## src/rtl/ctmr_pkg.sv

```systemverilog
package ctmr_pkg;
  parameter int unsigned BYTE_W = 8;
  localparam int unsigned CTR_W = 2 * BYTE_W;
  localparam int unsigned PRE_W = 6;

  typedef enum logic [2:0] {
    SRC_SYS    = 3'd0,
    SRC_EXTA   = 3'd1,
    SRC_EXTB   = 3'd2,
    SRC_RXMEAS = 3'd3,
    SRC_NONE4  = 3'd4,
    SRC_NONE5  = 3'd5,
    SRC_CHAR   = 3'd6,
    SRC_NONE7  = 3'd7
  } src_e;

  typedef struct packed {
    logic       irq_en;
    logic       wrap;
    logic       pulse;
    logic [1:0] pre;
    src_e       src;
  } ctl_t;

  localparam logic [BYTE_W-1:0] CMD_START  = 8'h01;
  localparam logic [BYTE_W-1:0] CMD_STOP   = 8'h02;
  localparam logic [BYTE_W-1:0] CMD_LDPRE  = 8'h03;
  localparam logic [BYTE_W-1:0] CMD_LDONES = 8'h04;

  // source events per tick for a prescaler select code
  function automatic int unsigned pre_div(input logic [1:0] sel);
    case (sel)
      2'd0:    return 1;
      2'd1:    return 16;
      2'd2:    return 32;
      default: return 64;
    endcase
  endfunction

  // count value after one tick
  function automatic logic [CTR_W-1:0] next_count(input logic [CTR_W-1:0] cur,
                                                  input logic [CTR_W-1:0] preset,
                                                  input logic wrap);
    if (cur == '0) return wrap ? '1 : preset;
    return cur - CTR_W'(1);
  endfunction
endpackage

```

## src/rtl/ctmr_measure.sv

```systemverilog
module ctmr_measure #(
  parameter int unsigned MEAS_DIV = 4
)(
  input  logic clk,
  input  logic rst_n,
  input  logic en,
  input  logic rxd,
  output logic meas_tick,
  output logic meas_done
);
  localparam int unsigned DIV_W = (MEAS_DIV > 1) ? $clog2(MEAS_DIV) : 1;
  localparam logic [DIV_W-1:0] DIV_LAST = DIV_W'(MEAS_DIV - 1);

  logic             rxd_q;
  logic             active;
  logic [DIV_W-1:0] div;
  logic             fall;

  assign fall      = en && !active && rxd_q && !rxd;
  assign meas_tick = en && active && (div == DIV_LAST);
  assign meas_done = en && active && rxd;

  always_ff @(posedge clk or negedge rst_n) begin
    if (!rst_n) begin
      rxd_q  <= 1'b1;
      active <= 1'b0;
      div    <= '0;
    end else begin
      rxd_q <= rxd;
      if (!en || meas_done) begin
        active <= 1'b0;
        div    <= '0;
      end else if (fall) begin
        active <= 1'b1;
        div    <= '0;
      end else if (active) begin
        div <= (div == DIV_LAST) ? '0 : div + DIV_W'(1);
      end
    end
  end
endmodule

```

## src/rtl/ctmr_tick_gen.sv

```systemverilog
module ctmr_tick_gen
  import ctmr_pkg::*;
(
  input  logic       clk,
  input  logic       rst_n,
  input  logic       run,
  input  logic       restart,
  input  src_e       src,
  input  logic [1:0] pre,
  input  logic       src_a,
  input  logic       src_b,
  input  logic       char_ld,
  input  logic       meas_tick,
  output logic       tick
);
  logic             strobe;
  logic [PRE_W-1:0] pcnt;
  logic             last;

  always_comb begin
    case (src)
      SRC_SYS:  strobe = 1'b1;
      SRC_EXTA: strobe = src_a;
      SRC_EXTB: strobe = src_b;
      SRC_CHAR: strobe = char_ld;
      default:  strobe = 1'b0;
    endcase
  end

  assign last = (pcnt == PRE_W'(pre_div(pre) - 1));
  assign tick = (src == SRC_RXMEAS) ? meas_tick : (run && strobe && last);

  always_ff @(posedge clk or negedge rst_n) begin
    if (!rst_n)                pcnt <= '0;
    else if (restart)          pcnt <= '0;
    else if (run && strobe)    pcnt <= last ? '0 : pcnt + PRE_W'(1);
  end
endmodule

```

## src/rtl/ctmr_core.sv

```systemverilog
module ctmr_core
  import ctmr_pkg::*;
(
  input  logic             clk,
  input  logic             rst_n,
  input  logic             tick,
  input  logic             wrap,
  input  logic             pulse,
  input  logic             ld_preset,
  input  logic             ld_ones,
  input  logic [CTR_W-1:0] preset,
  output logic [CTR_W-1:0] cnt,
  output logic             zero_evt,
  output logic             tmr_out
);
  assign zero_evt = tick && (cnt == CTR_W'(1));

  always_ff @(posedge clk or negedge rst_n) begin
    if (!rst_n) begin
      cnt     <= '0;
      tmr_out <= 1'b0;
    end else begin
      if (ld_preset)    cnt <= preset;
      else if (ld_ones) cnt <= '1;
      else if (tick)    cnt <= next_count(cnt, preset, wrap);

      if (ld_preset || ld_ones) tmr_out <= 1'b0;
      else if (zero_evt)        tmr_out <= pulse ? 1'b1 : !tmr_out;
      else if (tick && pulse)   tmr_out <= 1'b0;
    end
  end
endmodule

```

## src/rtl/ctmr_top.sv

```systemverilog
module ctmr_top
  import ctmr_pkg::*;
#(
  parameter int unsigned ADDR_W   = 3,
  parameter int unsigned MEAS_DIV = 4
)(
  input  logic              clk,
  input  logic              rst_n,
  input  logic              reg_wr,
  input  logic              reg_rd,
  input  logic [ADDR_W-1:0] reg_addr,
  input  logic [BYTE_W-1:0] reg_wdata,
  output logic [BYTE_W-1:0] reg_rdata,
  input  logic              master_ie,
  input  logic              src_a,
  input  logic              src_b,
  input  logic              rxd,
  input  logic              rx_char_ld,
  output logic              zero_irq,
  output logic              tmr_out,
  output logic              eom_mark
);
  localparam logic [ADDR_W-1:0] A_CTL    = ADDR_W'(0);
  localparam logic [ADDR_W-1:0] A_PRE_HI = ADDR_W'(1);
  localparam logic [ADDR_W-1:0] A_PRE_LO = ADDR_W'(2);
  localparam logic [ADDR_W-1:0] A_CNT_HI = ADDR_W'(3);
  localparam logic [ADDR_W-1:0] A_CNT_LO = ADDR_W'(4);
  localparam logic [ADDR_W-1:0] A_STAT   = ADDR_W'(5);
  localparam logic [ADDR_W-1:0] A_CMD    = ADDR_W'(6);

  ctl_t              ctl_q;
  logic [BYTE_W-1:0] pre_hi, pre_lo, hi_latch;
  logic              zstat, run;
  logic [CTR_W-1:0]  preset, cnt;
  logic              cmd_wr, cmd_start, cmd_stop, ld_preset, ld_ones, ld_any;
  logic              tick, zero_evt, meas_tick, meas_done, meas_en;

  assign preset    = {pre_hi, pre_lo};
  assign cmd_wr    = reg_wr && (reg_addr == A_CMD);
  assign cmd_start = cmd_wr && (reg_wdata == CMD_START);
  assign cmd_stop  = cmd_wr && (reg_wdata == CMD_STOP);
  assign ld_preset = cmd_wr && (reg_wdata == CMD_LDPRE);
  assign ld_ones   = cmd_wr && (reg_wdata == CMD_LDONES);
  assign ld_any    = ld_preset || ld_ones;
  assign meas_en   = run && (ctl_q.src == SRC_RXMEAS);

  ctmr_measure #(.MEAS_DIV(MEAS_DIV)) u_meas (
    .clk(clk), .rst_n(rst_n), .en(meas_en), .rxd(rxd),
    .meas_tick(meas_tick), .meas_done(meas_done)
  );

  ctmr_tick_gen u_tick (
    .clk(clk), .rst_n(rst_n), .run(run), .restart(cmd_start),
    .src(ctl_q.src), .pre(ctl_q.pre), .src_a(src_a), .src_b(src_b),
    .char_ld(rx_char_ld), .meas_tick(meas_tick), .tick(tick)
  );

  ctmr_core u_core (
    .clk(clk), .rst_n(rst_n), .tick(tick), .wrap(ctl_q.wrap), .pulse(ctl_q.pulse),
    .ld_preset(ld_preset), .ld_ones(ld_ones), .preset(preset),
    .cnt(cnt), .zero_evt(zero_evt), .tmr_out(tmr_out)
  );

  always_ff @(posedge clk or negedge rst_n) begin
    if (!rst_n) begin
      ctl_q    <= '0;
      pre_hi   <= '0;
      pre_lo   <= '0;
      hi_latch <= '0;
      zstat    <= 1'b0;
      run      <= 1'b0;
    end else begin
      if (reg_wr && reg_addr == A_CTL)    ctl_q  <= ctl_t'(reg_wdata);
      if (reg_wr && reg_addr == A_PRE_HI) pre_hi <= reg_wdata;
      if (reg_wr && reg_addr == A_PRE_LO) pre_lo <= reg_wdata;
      if (reg_rd && reg_addr == A_CNT_LO) hi_latch <= cnt[CTR_W-1:BYTE_W];

      if (zero_evt || meas_done)                       zstat <= 1'b1;
      else if (reg_wr && reg_addr == A_STAT && reg_wdata[0]) zstat <= 1'b0;

      if (meas_done)      run <= 1'b0;
      else if (cmd_start) run <= 1'b1;
      else if (cmd_stop)  run <= 1'b0;
    end
  end

  always_comb begin
    case (reg_addr)
      A_CTL:    reg_rdata = ctl_q;
      A_PRE_HI: reg_rdata = pre_hi;
      A_PRE_LO: reg_rdata = pre_lo;
      A_CNT_HI: reg_rdata = hi_latch;
      A_CNT_LO: reg_rdata = cnt[BYTE_W-1:0];
      A_STAT:   reg_rdata = {{(BYTE_W-1){1'b0}}, zstat};
      default:  reg_rdata = '0;
    endcase
  end

  assign zero_irq = zstat && ctl_q.irq_en && master_ie;
  assign eom_mark = zero_evt && (ctl_q.src == SRC_CHAR);
endmodule

```

## config.mk

```make
export PLATFORM = sky130hd
export DESIGN_NAME = ctmr_top
export DESIGN_NICKNAME = d
export VERILOG_FILES = /design/src/rtl/ctmr_pkg.sv /design/src/rtl/ctmr_measure.sv /design/src/rtl/ctmr_tick_gen.sv /design/src/rtl/ctmr_core.sv /design/src/rtl/ctmr_top.sv
export SDC_FILE = /design/constraint.sdc
export NUM_CORES = 1
export LEC_CHECK = 0
export ABC_AREA = 1
export BUFFER_PORTS_ARGS = -buffer_cell sky130_fd_sc_hd__buf_2
export CAP_MARGIN = 20
export CELL_PAD_IN_SITES_DETAIL_PLACEMENT = 0
export CELL_PAD_IN_SITES_GLOBAL_PLACEMENT = 2
export CORE_ASPECT_RATIO = 1.5
export CORE_MARGIN = 2
export CORE_UTILIZATION = 32
export CTS_BUF_LIST = sky130_fd_sc_hd__clkbuf_2
export CTS_CLUSTER_DIAMETER = 50
export DETAILED_ROUTE_END_ITERATION = 10
export HOLD_SLACK_MARGIN = 0.03
export PLACE_DENSITY_LB_ADDON = 0.1
export SYNTH_ARGS = -nofsm -noshare
export SYNTH_HDL_FRONTEND = slang
export SYNTH_HIERARCHICAL = 1
export SYNTH_SLANG_ARGS = --single-unit
```

## constraint.sdc

```tcl
create_clock -name clk -period 1.8 [get_ports clk]
set_input_delay 0 -clock clk [delete_from_list [all_inputs] [get_ports clk]]
set_output_delay 0 -clock clk [all_outputs]
set_load 0.02 [all_outputs]
```

==> results.toml, run 1 <==
[global_routing]
grt_pass1_vias = 4149
antenna_found_initial = 1
grt_max_degree = 39
grt-ovfl-total = 0
grt_pass1_wl_mm = 22.5
grt_usage_pct = 22.1

[logic_synthesis]
synth_nets = 632
synth.top_cell.area_share_pct = 36.7
synth.cell_area_um2 = 4100
synth.avg_cell_area_um2 = 6.75
seq_area_frac_synth_pct = 37.3
ys_top_cells_by_area = "dfrtp_1 (37%), nand2_1 (19%), inv_1 (7.1%)"
ys_ff_latch = 61
syn_inst = 607
synth_top_cell_by_area = "dfrtp_1"
yosys_warnings = 6
synth_cell_type_count = 33

[critical_path]
cp_top_family = "simple AND/OR/NAND/NOR gates"
critPathLaunchType = "flop"
crit_fanout = 3
critPathMaxStageDelay_ns = 0.45
critical_path.cell_chain = "nor2_1 -> nand2_2 -> nor2_1 -> nand2_1 -> nor2_4 -> nand2_1 -> nor2_1 -> buf_4"
end_kind = "output port"
worstSetupPathType = "reg -> out"
cp.arrival_ns = 2.14
path_buf_inv = 1
cpMostUsedCell = "nor2_1"
regToRegSetupSlack_ns = -0.07
required_ns = 1.80
worst_path_max_delay_cell = "dfrtp_1"

[die]
fp.dieH_um = 143
die_x_um = 96.4
initial_core_util_pct = 32.7
ios = 31
core_area_um2 = 12500
dieArea_um2 = 13700
num_rows = 50

[clock_network]
cts_buffer_depth = 2
cts_root_buffer = "clkbuf_2"
cts_hold_buf = 25
tritoncts = "built"
cts_made_buffers = 9
clock_latency_ns = 0.54
clock_sinks = 61
cts_max_level = 3
clkTransAtPathRegs_ns = 0.23

[power]
p_sw_mw = 1.40
pwr-share-clk_pct = 30.4
seqPwrFrac_pct = 43.4
p_int_mw = 2.56
switching_share_pct = 35.3
power_mw = 3.96
worst_ir_drop_vdd_mv = 0.361
leakage_nw = 2.78
p_comb_share_pct = 26.2
power_density_nw_per_um2 = 736

[timing]
period_needed_ns = 2.14
fin_ws_ns = -0.336
drv_slew = 0
finalClockSkew_ns = 0.0498
finalCritPeriodShare_pct = 119
rsz0062_at_grt = "yes"
finalSetupTns_ns = -0.784
finalHoldWorstSlack_ns = -0.0227
slew_headroom_pct = 65.4
max_clock_freq_mhz = 468
worst_slew_pin_slew_ns = 0.517
finalSetupViolations = 14
hold_violations = 1

[flow_run]
maxCapViolations = 0

[drt]
drtIter0Drc = 292
vias_per_cell = 4.82
routed_wl_mm = 14.5
ant_nets = 0
drtPass1Iterations = 5
wire_per_inst_um = 16.6
vias = 4209
drc = 0

[place]
place.port_buffers = 30
dp_hpwl_mm = 10.5
gp_congestion = 0.840
dpl_worst_slack_ns = -0.000970

[layout]
areaGrowthSynthToFinish_pct = 31.4
n_fill_cell = 1361
final_nets = 737
drive_gt1_share_pct = 23.8

[outcome]
violations = "hold timing, setup timing"
status = "complete, but fails checks"

[worst_hold_path]
hold_path_class = "in -> reg"
==> cell usage in the layout (no fill, tap or decap), types with 5 or more instances in the layout <==
cell type        n
nand2_1        208
inv_1           76
dfrtp_1         60
nand3_1         54
nor2_1          53
buf_4           51
buf_2           28
dlygate4sd3_1   22
o21ai_0         21
a21oi_2         21
o21ai_1         13
nand4_1         11
a21oi_1         10
clkbuf_2         9
nor2_2           8
nand2_2          8
nor2_4           7
ha_1             5
==> logic make-up after synthesis <==
logic type / Yosys count / share of synthesized area (%)
AO/OA/AOI/OAI: 74 / 10.1
XOR/XNOR: 3 / 0.642
adder cells (fa/ha/maj): 5 / 1.53
buffers and inverters: 94 / 9.87
flip-flops: 61 / 37.3
AND/OR/NAND/NOR: 370 / 40.6
==> sequential cells by signal, summed over array words and instances (netlist names) <==
name,count
pre_hi,8
ctl_q,8
u_core/tmr_out,1
u_meas/active,1
run,1
u_meas/rxd_q,1
u_core/cnt,16
hi_latch,8
u_tick/pcnt,6
pre_lo,8
zstat,1
u_meas/div,2
==> synth_stat cells <==
library cell  count
a21oi_1          27
a21oi_2           8
a31o_2            1
and2_1            1
and3_1            1
buf_2             5
buf_4             2
buf_6             5
clkbuf_1          2
dfrtp_1          60
dfstp_2           1
ha_1              5
inv_1            78
inv_2             2
nand2_1         210
nand2_2           8
nand2_4           2
nand3_1          56
nand3_2           2
nand3b_1          2
nand4_1          11
nor2_1           56
nor2_2            6
nor2_4            6
nor2_8            2
nor3_1            4
nor3_4            1
nor4_1            2
o21ai_0          22
o21ai_1          13
o21ai_2           1
o21bai_1          2
xor2_1            3
==> metal layers <==
metal	up-vias	track usage (%)	part of all wire, %
li1	2136	-	-
met1	1974	26.3	41
met2	79	40.2	53
met3	20	2.75	2.7
met4	0	7.19	2.7
met5	-	0	0
==> power groups by stage <==
stage / clock (mW) / combinational [mW] / sequential, mW
2_1_floorplan: 0 / 0.517 / 1.72
3_3_place_gp: 0 / 0.945 / 1.74
3_5_place_dp: 0 / 0.951 / 1.75
4_1_cts: 1.26 / 1.03 / 1.72
5_1_grt: 1.31 / 1.17 / 1.74
6_report: 1.20 / 1.04 / 1.72
==> per-stage QoR <==
| stage | cells | util [%] | instance area, um2 |
|---|---|---|---|
| finish | 874 | 43.0 | 5380 |
| global route | 874 | 43.0 | 5380 |
| CTS | 867 | 41.3 | 5170 |
| detailed placement | 824 | 37.7 | 4710 |
| global placement | 824 | 37.7 | 4710 |
| floorplan | 607 | - | 4100 |
==> final cells by class <==
cell class	instances	area (um2)	share of cell area, %
Tap cell	156	195	3.63
Antenna cell	1	2.50	0.0465
Clock buffer	9	45.0	0.837
Multi-Input combinational cell	452	2310	42.9
Clock inverter	7	121	2.25
Timing Repair Buffer	108	876	16.3
Inverter	80	305	5.67
Sequential cell	61	1530	28.4
==> tightest hold or removal path: cells and delay by family <==
family                 cells  cell delay [ns]
AND/OR/NAND/NOR            4             0.26
buffers and inverters      2             0.14
AO/OA/AOI/OAI              1             0.07
==> path summary, 6_finish.rpt <==
kind,endpoint,start,cells after the start
min in group asynchronous,hi_latch[6],rst_n,4
hold / removal,u_tick/pcnt[0],src_a,7
setup reg to reg,u_core/cnt[1],ctl_q[2],13
setup / recovery,eom_mark,u_core/cnt[11],8
hold reg to reg,u_meas/active,u_meas/rxd_q,2
max in group asynchronous,u_core/cnt[12],rst_n,4
==> what timing repair did <==
| action | 4_1_cts | 5_1_grt |
|---|---|---|
| gates resized for setup | 5 | 34 |
| gates cloned | 0 | 3 |
| buffers inserted | 2 | 5 |
| pin swaps | 2 | 16 |
| hold endpoints to repair | 100 | 1 |
| setup endpoints to repair | 12 | 25 |
No activity file was read; power rests on OpenSTA's default activity.
==> run 2, diff against run 1 <==
--- a/config.mk
+++ b/config.mk
@@ -6,7 +6,7 @@
 export NUM_CORES = 1
 export LEC_CHECK = 0
 export ABC_AREA = 1
-export BUFFER_PORTS_ARGS = -buffer_cell sky130_fd_sc_hd__buf_2
+export BUFFER_PORTS_ARGS = -buffer_cell sky130_fd_sc_hd__buf_4
 export CAP_MARGIN = 20
 export CELL_PAD_IN_SITES_DETAIL_PLACEMENT = 0
 export CELL_PAD_IN_SITES_GLOBAL_PLACEMENT = 2
==> run 2 against run 1 <==
The flow finishes with violations (setup timing). Wire length rose by 1.2%. Die area did not move. Cell count rose by 1.0%. Maximum frequency fell by 5.3%. Non-clock buffer count rose by 9. Worst hold slack improved by 0.15 ns. Critical path depth rose by 4. Sequential power barely moved. Clock power fell by 22%. Combinational power barely moved. Sequential share of layout area fell by 0.50 points.
==> results.toml, run 2 (same netlist as run 1, synthesis figures left out) <==
[critical_path]
worstSetupPathType = "reg -> out"
critPathLaunchType = "flop"
end_kind = "output port"
required_ns = 1.80
cp.arrival_ns = 2.26
crit_fanout = 3
worst_path_max_delay_cell = "dfrtp_1"
cpMostUsedCell = "nand2_1"
critPathMaxStageDelay_ns = 0.43
r2r-start = "ctl_q[1]"
crit_start = "ctl_q[1]"
critical_path.cell_chain = "nand2_1 -> nor3_2 -> nand2_1 -> nor2_2 -> nand3_2 -> o21ai_2 -> nand2_1 -> nor2_1 -> buf_4 -> nand2_2 -> nor2_2 -> buf_6"

[place]
dpl_worst_slack_ns = -0.00424
dp_hpwl_mm = 10.6
gp_congestion = 0.905
place_inst = 821
place.port_buffers = 30

[layout]
stdcell_count = 883
areaGrowthSynthToFinish_pct = 33.9
final_common_cell = "nand2_1"
final_nets = 746
drive_gt1_share_pct = 25.1
n_fill_cell = 1336
top_register = "u_core/cnt"
multi_input_area_um2 = 2300
largest_register_ffs = 16
final_cell_mix = "nand2_1 (207), buf_4 (84), inv_1 (72), dfrtp_1 (59)"
register_area_um2 = 1530

[drt]
ant_nets = 0
drtPass1Iterations = 5
drc = 0
wire_per_inst_um = 16.6
vias_per_cell = 4.81
vias = 4251
drtIter0Drc = 264
routed_wl_mm = 14.6

[timing]
finalCritPeriodShare_pct = 125
finalHoldWorstSlack_ns = 0.128
drv_slew = 0
fin_ws_ns = -0.455
finalSetupViolations = 21
max_clock_freq_mhz = 443
slew_headroom_pct = 65.2
period_needed_ns = 2.26
rsz0062_at_grt = "yes"
worst_slew_pin_slew_ns = 0.521
finalClockSkew_ns = 0.0319
hold_violations = 0

[flow_run]
maxCapViolations = 0

[outcome]
violations = "setup timing"
status = "complete, but fails checks"

[power]
worst_ir_drop_vdd_mv = 0.355
power_density_nw_per_um2 = 681
leakage_nw = 2.81

[global_routing]
grt_usage_pct = 22.7
grt_pass1_vias = 4284
grt_max_degree = 35
grt-ovfl-total = 0
antenna_found_initial = 1
grt_pass1_wl_mm = 23.0

[die]
dieArea_um2 = 13700
die_x_um = 96.4
fp.dieH_um = 143
ios = 31
core_area_um2 = 12500
num_rows = 50
initial_core_util_pct = 32.7

[clock_network]
clock_latency_ns = 0.53
clock_sinks = 61
cts_root_buffer = "clkbuf_2"
clkTransAtPathRegs_ns = 0.21
cts_buffer_depth = 2
cts_max_level = 3
cts_made_buffers = 9
tritoncts = "built"

[worst_hold_path]
hold_path_class = "in -> reg"
min-delay-start = "rxd"
## run 2: cell count changes in the layout (fill, tap and decap cells not counted), sizes merged
| cell | delta |
|---|---|
| buf | +7 |
| bufinv | -2 |
| clkbuf | -2 |
| clkinv | +1 |
| clkinvlp | +2 |
| dlygate4sd3 | +3 |
| dlymetal6s4s | +1 |
| inv | -1 |
## run 2: path summary, 6_finish.rpt
path	to	slack, ns	cells past startpoint
min reg2reg	u_meas/active	0.53	2
min	u_meas/rxd_q	0.13	2
min in group asynchronous	hi_latch[6]	0.53	4
max reg2reg	u_core/cnt[13]	-0.11	14
max in group asynchronous	ctl_q[3]	1.00	4
max	eom_mark	-0.46	12
## run 2: cell type report
type                    count  share of cell area, %
multi-input cells         452                   41.9
clock inverters             7                   1.35
flip-flops and latches     61                   27.9
diodes                      1                 0.0456
well taps                 156                   3.56
inverters                  80                   5.68
clock buffers               9                  0.821
repair buffers            117                   18.8
## run 2: critical path, delay by kind of cell, from the launching register on
family,cells,cell delay (ns)
flops,1,0.43
simple gates,9,0.91
buf+inv,2,0.26
compound gates,1,0.14
## run 2: what timing repair did
item	CTS	global route
cloned	2	0
resized for setup	16	29
pin swaps	3	22
hold buffers	28	1
endpoints found under the hold margin	100	1
setup endpoints to repair	14	36
buffers inserted	11	5
## run 2: per-layer routing
layer | share of wire, % | GRT usage, % | vias to the layer above
met3 | 2.5 | 2.60 | 28
met4 | 3.4 | 10.1 | 0
met2 | 54 | 41.3 | 82
met5 | 0 | 0 | -
met1 | 40 | 25.8 | 1997
li1 | - | - | 2144
## run 2: power breakdown
group / switching (mW) / leakage [nW] / internal [mW]
sequential: 0.186 / 0.692 / 1.54
combinational: 0.634 / 2.04 / 0.438
clock: 0.607 / 0.0723 / 0.325
## run 2: through the flow
stage / utilization, % / power [mW] / instance area (um2) / TNS (ns)
after floorplan: - / 2.23 / 4100 / 0
final: 43.8 / 3.73 / 5480 / -1.73
after global placement: 38.1 / 2.71 / 4770 / 0
after global routing: 43.8 / 3.98 / 5480 / -4.59
after CTS: 42.8 / 3.75 / 5350 / -1.35
after detailed placement: 38.1 / 2.72 / 4770 / -0.00714
==> run 3, diff against run 2 <==
--- a/config.mk
+++ b/config.mk
@@ -5,14 +5,13 @@
 export SDC_FILE = /design/constraint.sdc
 export NUM_CORES = 1
 export LEC_CHECK = 0
-export ABC_AREA = 1
 export BUFFER_PORTS_ARGS = -buffer_cell sky130_fd_sc_hd__buf_4
 export CAP_MARGIN = 20
 export CELL_PAD_IN_SITES_DETAIL_PLACEMENT = 0
 export CELL_PAD_IN_SITES_GLOBAL_PLACEMENT = 2
 export CORE_ASPECT_RATIO = 1.5
 export CORE_MARGIN = 2
-export CORE_UTILIZATION = 32
+export CORE_UTILIZATION = 37
 export CTS_BUF_LIST = sky130_fd_sc_hd__clkbuf_2
 export CTS_CLUSTER_DIAMETER = 50
 export DETAILED_ROUTE_END_ITERATION = 10
==> constraint.sdc (replaced) <==
create_clock -name clk -period 1.85 [get_ports clk]
set_input_delay 0 -clock clk [delete_from_list [all_inputs] [get_ports clk]]
set_output_delay 0 -clock clk [all_outputs]
set_load 0.02 [all_outputs]
==> run 3 against run 2 <==
Sequential share of layout area decreased by 0.87 points. Via count decreased by 15%. First-iteration DRC count decreased by 35%. Synthesized area decreased by 3.8%. Non-clock buffer count increased by 52. Core utilization increased by 10 points. The flow still finishes with violations (setup timing). Critical path type is now reg -> reg. Flip-flop and latch count unchanged. Sequential power increased by 28%. Critical path depth decreased by 2.
==> results.toml, run 3 <==
[timing]
rsz0062_at_grt = "yes"
finalSetupViolations = 22
period_needed_ns = 2.48
drv_slew = 0
slew_headroom_pct = 45.7
max_clock_freq_mhz = 403
fin_ws_ns = -0.634
worst_slew_pin_slew_ns = 0.815
finalCritPeriodShare_pct = 134
finalHoldWorstSlack_ns = 0.0912
hold_violations = 0
finalClockSkew_ns = 0.0145

[logic_synthesis]
synth_cell_type_count = 77
synthAdderAreaFrac_pct = 1.59
ys.flop_type = "dfrtp_1"
ys_ff_latch = 61
synth_top_family_by_area = "simple AND/OR/NAND/NOR gates"
synthArstFlopShare_pct = 100
synth.cell_area_um2 = 3940
synthSimpleGateAreaFrac_pct = 21.4
yosys_warnings = 6
synth.top_cell.area_share_pct = 38.1
synth_top_cell_by_area = "dfrtp_1"
syn_inst = 372
ys_top_cells_by_area = "dfrtp_1 (38%), mux2_2 (7.1%), mux4_2 (4.6%)"
synth_nets = 397
synthMuxAreaShare_pct = 14.5
seq_area_frac_synth_pct = 38.8
synth_edf_count = 0
synth.most_common_cell = "dfrtp_1"
synth_commonest_cells = "dfrtp_1 (60), mux2_2 (25), nor2_1 (25)"
synth-compound-area-share_pct = 18.0
synth_xor_area_share_pct = 0.667
synth.avg_cell_area_um2 = 10.6

[power]
power_mw = 5.55
seqPwrFrac_pct = 40.0
leakage_nw = 2.46
p_int_mw = 3.31
p_sw_mw = 2.24
power_density_nw_per_um2 = 977
switching_share_pct = 40.4
p_comb_share_pct = 48.3
worst_ir_drop_vdd_mv = 0.667
pwr-share-clk_pct = 11.7

[global_routing]
use_met2_pct = 42.9
grt_pass1_vias = 3722
grt_util_met3_pct = 4.24
grt_pass1_wl_mm = 19.9
grt-ovfl-total = 0
grt.busiest_layer = "met2"
grtUsageMet1_pct = 26.9
antenna_found_initial = 1
grt_usage_pct = 23.6
grt_max_degree = 62

[drt]
ant_nets = 0
routed_wl_mm = 12.8
vias = 3626
vias_per_cell = 5.32
drtIter0Drc = 171
wire_per_inst_um = 18.8
drtPass1Iterations = 4
drc = 0

[die]
die_x_um = 88.2
num_rows = 46
dieArea_um2 = 11500
initial_core_util_pct = 37.6
ios = 31
core_area_um2 = 10500
fp.dieH_um = 130

[layout]
drive_gt1_share_pct = 50.8
final_nets = 558
largest_register_ffs = 16
top_register = "u_core/cnt"
stdcell_area_um2 = 5680
areaGrowthSynthToFinish_pct = 44.1
final_cell_mix = "buf_4 (126), dfrtp_1 (56), buf_6 (27), mux2_2 (24)"
final_common_cell = "buf_4"

[clock_network]
clock_sinks = 61
tritoncts = "built"
cts_root_buffer = "clkbuf_2"
clock_latency_ns = 0.51
cts_made_buffers = 9
cts_max_level = 3
clkTransAtPathRegs_ns = 0.17
cts_buffer_depth = 2

[outcome]
status = "complete, but fails checks"
violations = "setup timing"

[critical_path]
end_kind = "flop"
crit_start = "ctl_q[1]"
r2r-start = "ctl_q[1]"
crit_fanout = 5
cp.arrival_ns = 2.91
worstSetupPathType = "reg -> reg"
critPathLaunchType = "flop"
required_ns = 2.27

[place]
place_area_um2 = 4960
place.port_buffers = 30
dp_hpwl_mm = 9.52
gp_congestion = 0.880

[flow_run]
maxCapViolations = 0

[worst_hold_path]
hold_path_class = "in -> async"
run 3: cell types whose count changed in the layout (fill, tap and decap cells not counted), sizes merged, moves of 9 or more:
cell / previous run / this run
nand3: 58 / 10
inv: 80 / 19
nand2: 220 / 25
mux2: 0 / 33
dlygate4sd3: 25 / 16
buf: 91 / 153
o21ai: 36 / 26
a21oi: 35 / 19
nor2: 70 / 25
run 3: cell families (layout without fill, tap and decap cells):
group / after synthesis / in the layout
AND/OR/NAND/NOR: 124 / 124
AO/OA/AOI/OAI: 97 / 97
flip-flops: 61 / 61
multiplexers: 43 / 43
buffers and inverters: 39 / 204
adder cells (fa/ha/maj): 5 / 5
XOR/XNOR: 3 / 3
other: 0 / 1
run 3: area by class of cell:
| class | instances | area [um2] |
|---|---|---|
| repair buffers | 169 | 1410 |
| flip-flops and latches | 61 | 1530 |
| clock buffers | 11 | 55.1 |
| clock inverters | 4 | 16.3 |
| well taps | 144 | 180 |
| fillers | 990 | 4800 |
| inverters | 20 | 75.1 |
| multi-input cells | 272 | 2400 |
| diodes | 1 | 2.50 |
run 3: metal layers:
layer / vias up / wire (um)
met5: - / 0
met4: 0 / 326
met3: 24 / 391
met2: 65 / 6870
met1: 1799 / 5250
li1: 1738 / -
run 3: final timing paths:
| path | end | slack (ns) | cells past startpoint |
|---|---|---|---|
| worst max-delay path | u_core/cnt[2] | -0.63 | 10 |
| worst min-delay path | u_meas/active | 0.09 | 2 |
| worst max register to register | u_core/cnt[2] | -0.63 | 10 |
| worst min register to register | hi_latch[6] | 0.53 | 1 |
| max in group asynchronous | ctl_q[6] | 1.16 | 2 |
| min in group clk | u_tick/pcnt[1] | 0.13 | 6 |
run 3: stage by stage:
stage	TNS [ns]	cells	util (%)	setup slack [ns]
global placement	-4.80	625	47.4	-0.392
CTS	-9.28	672	52.6	-0.707
global route	-10.93	682	54.2	-0.737
floorplan	-2.18	372	-	-0.312
finish	-8.60	682	54.2	-0.634
detailed placement	-5.92	625	47.4	-0.459
run 3: timing repair:
item                                    in CTS  in global routing
gates cloned                                 0                  0
gates resized for setup                     61                 29
endpoints found under the setup margin      26                 27
pin swaps                                   18                  4
hold buffers                                16                  0
endpoints found under the hold margin      100                  0
buffers inserted                            19                 11
run 3: power by group through the flow:
stage	Combinational, mW	Clock, mW	Sequential (mW)
after floorplan	1.30	0	2.13
after global placement	2.31	0	2.22
after detailed placement	2.32	0	2.24
after CTS	2.56	0.683	2.21
after global routing	2.89	0.759	2.28
final	2.68	0.649	2.22
run 3: critical path, cell delays in order (launching register included):
cell and delay, ns:
dfrtp_2 0.44, or3b_4 0.41, o2111ai_4 0.08, nor3_2 0.07, a41o_4 0.26, buf_4 0.13
buf_6 0.12, buf_4 0.13, or3_4 0.38, o21a_1 0.12, o221a_2 0.23
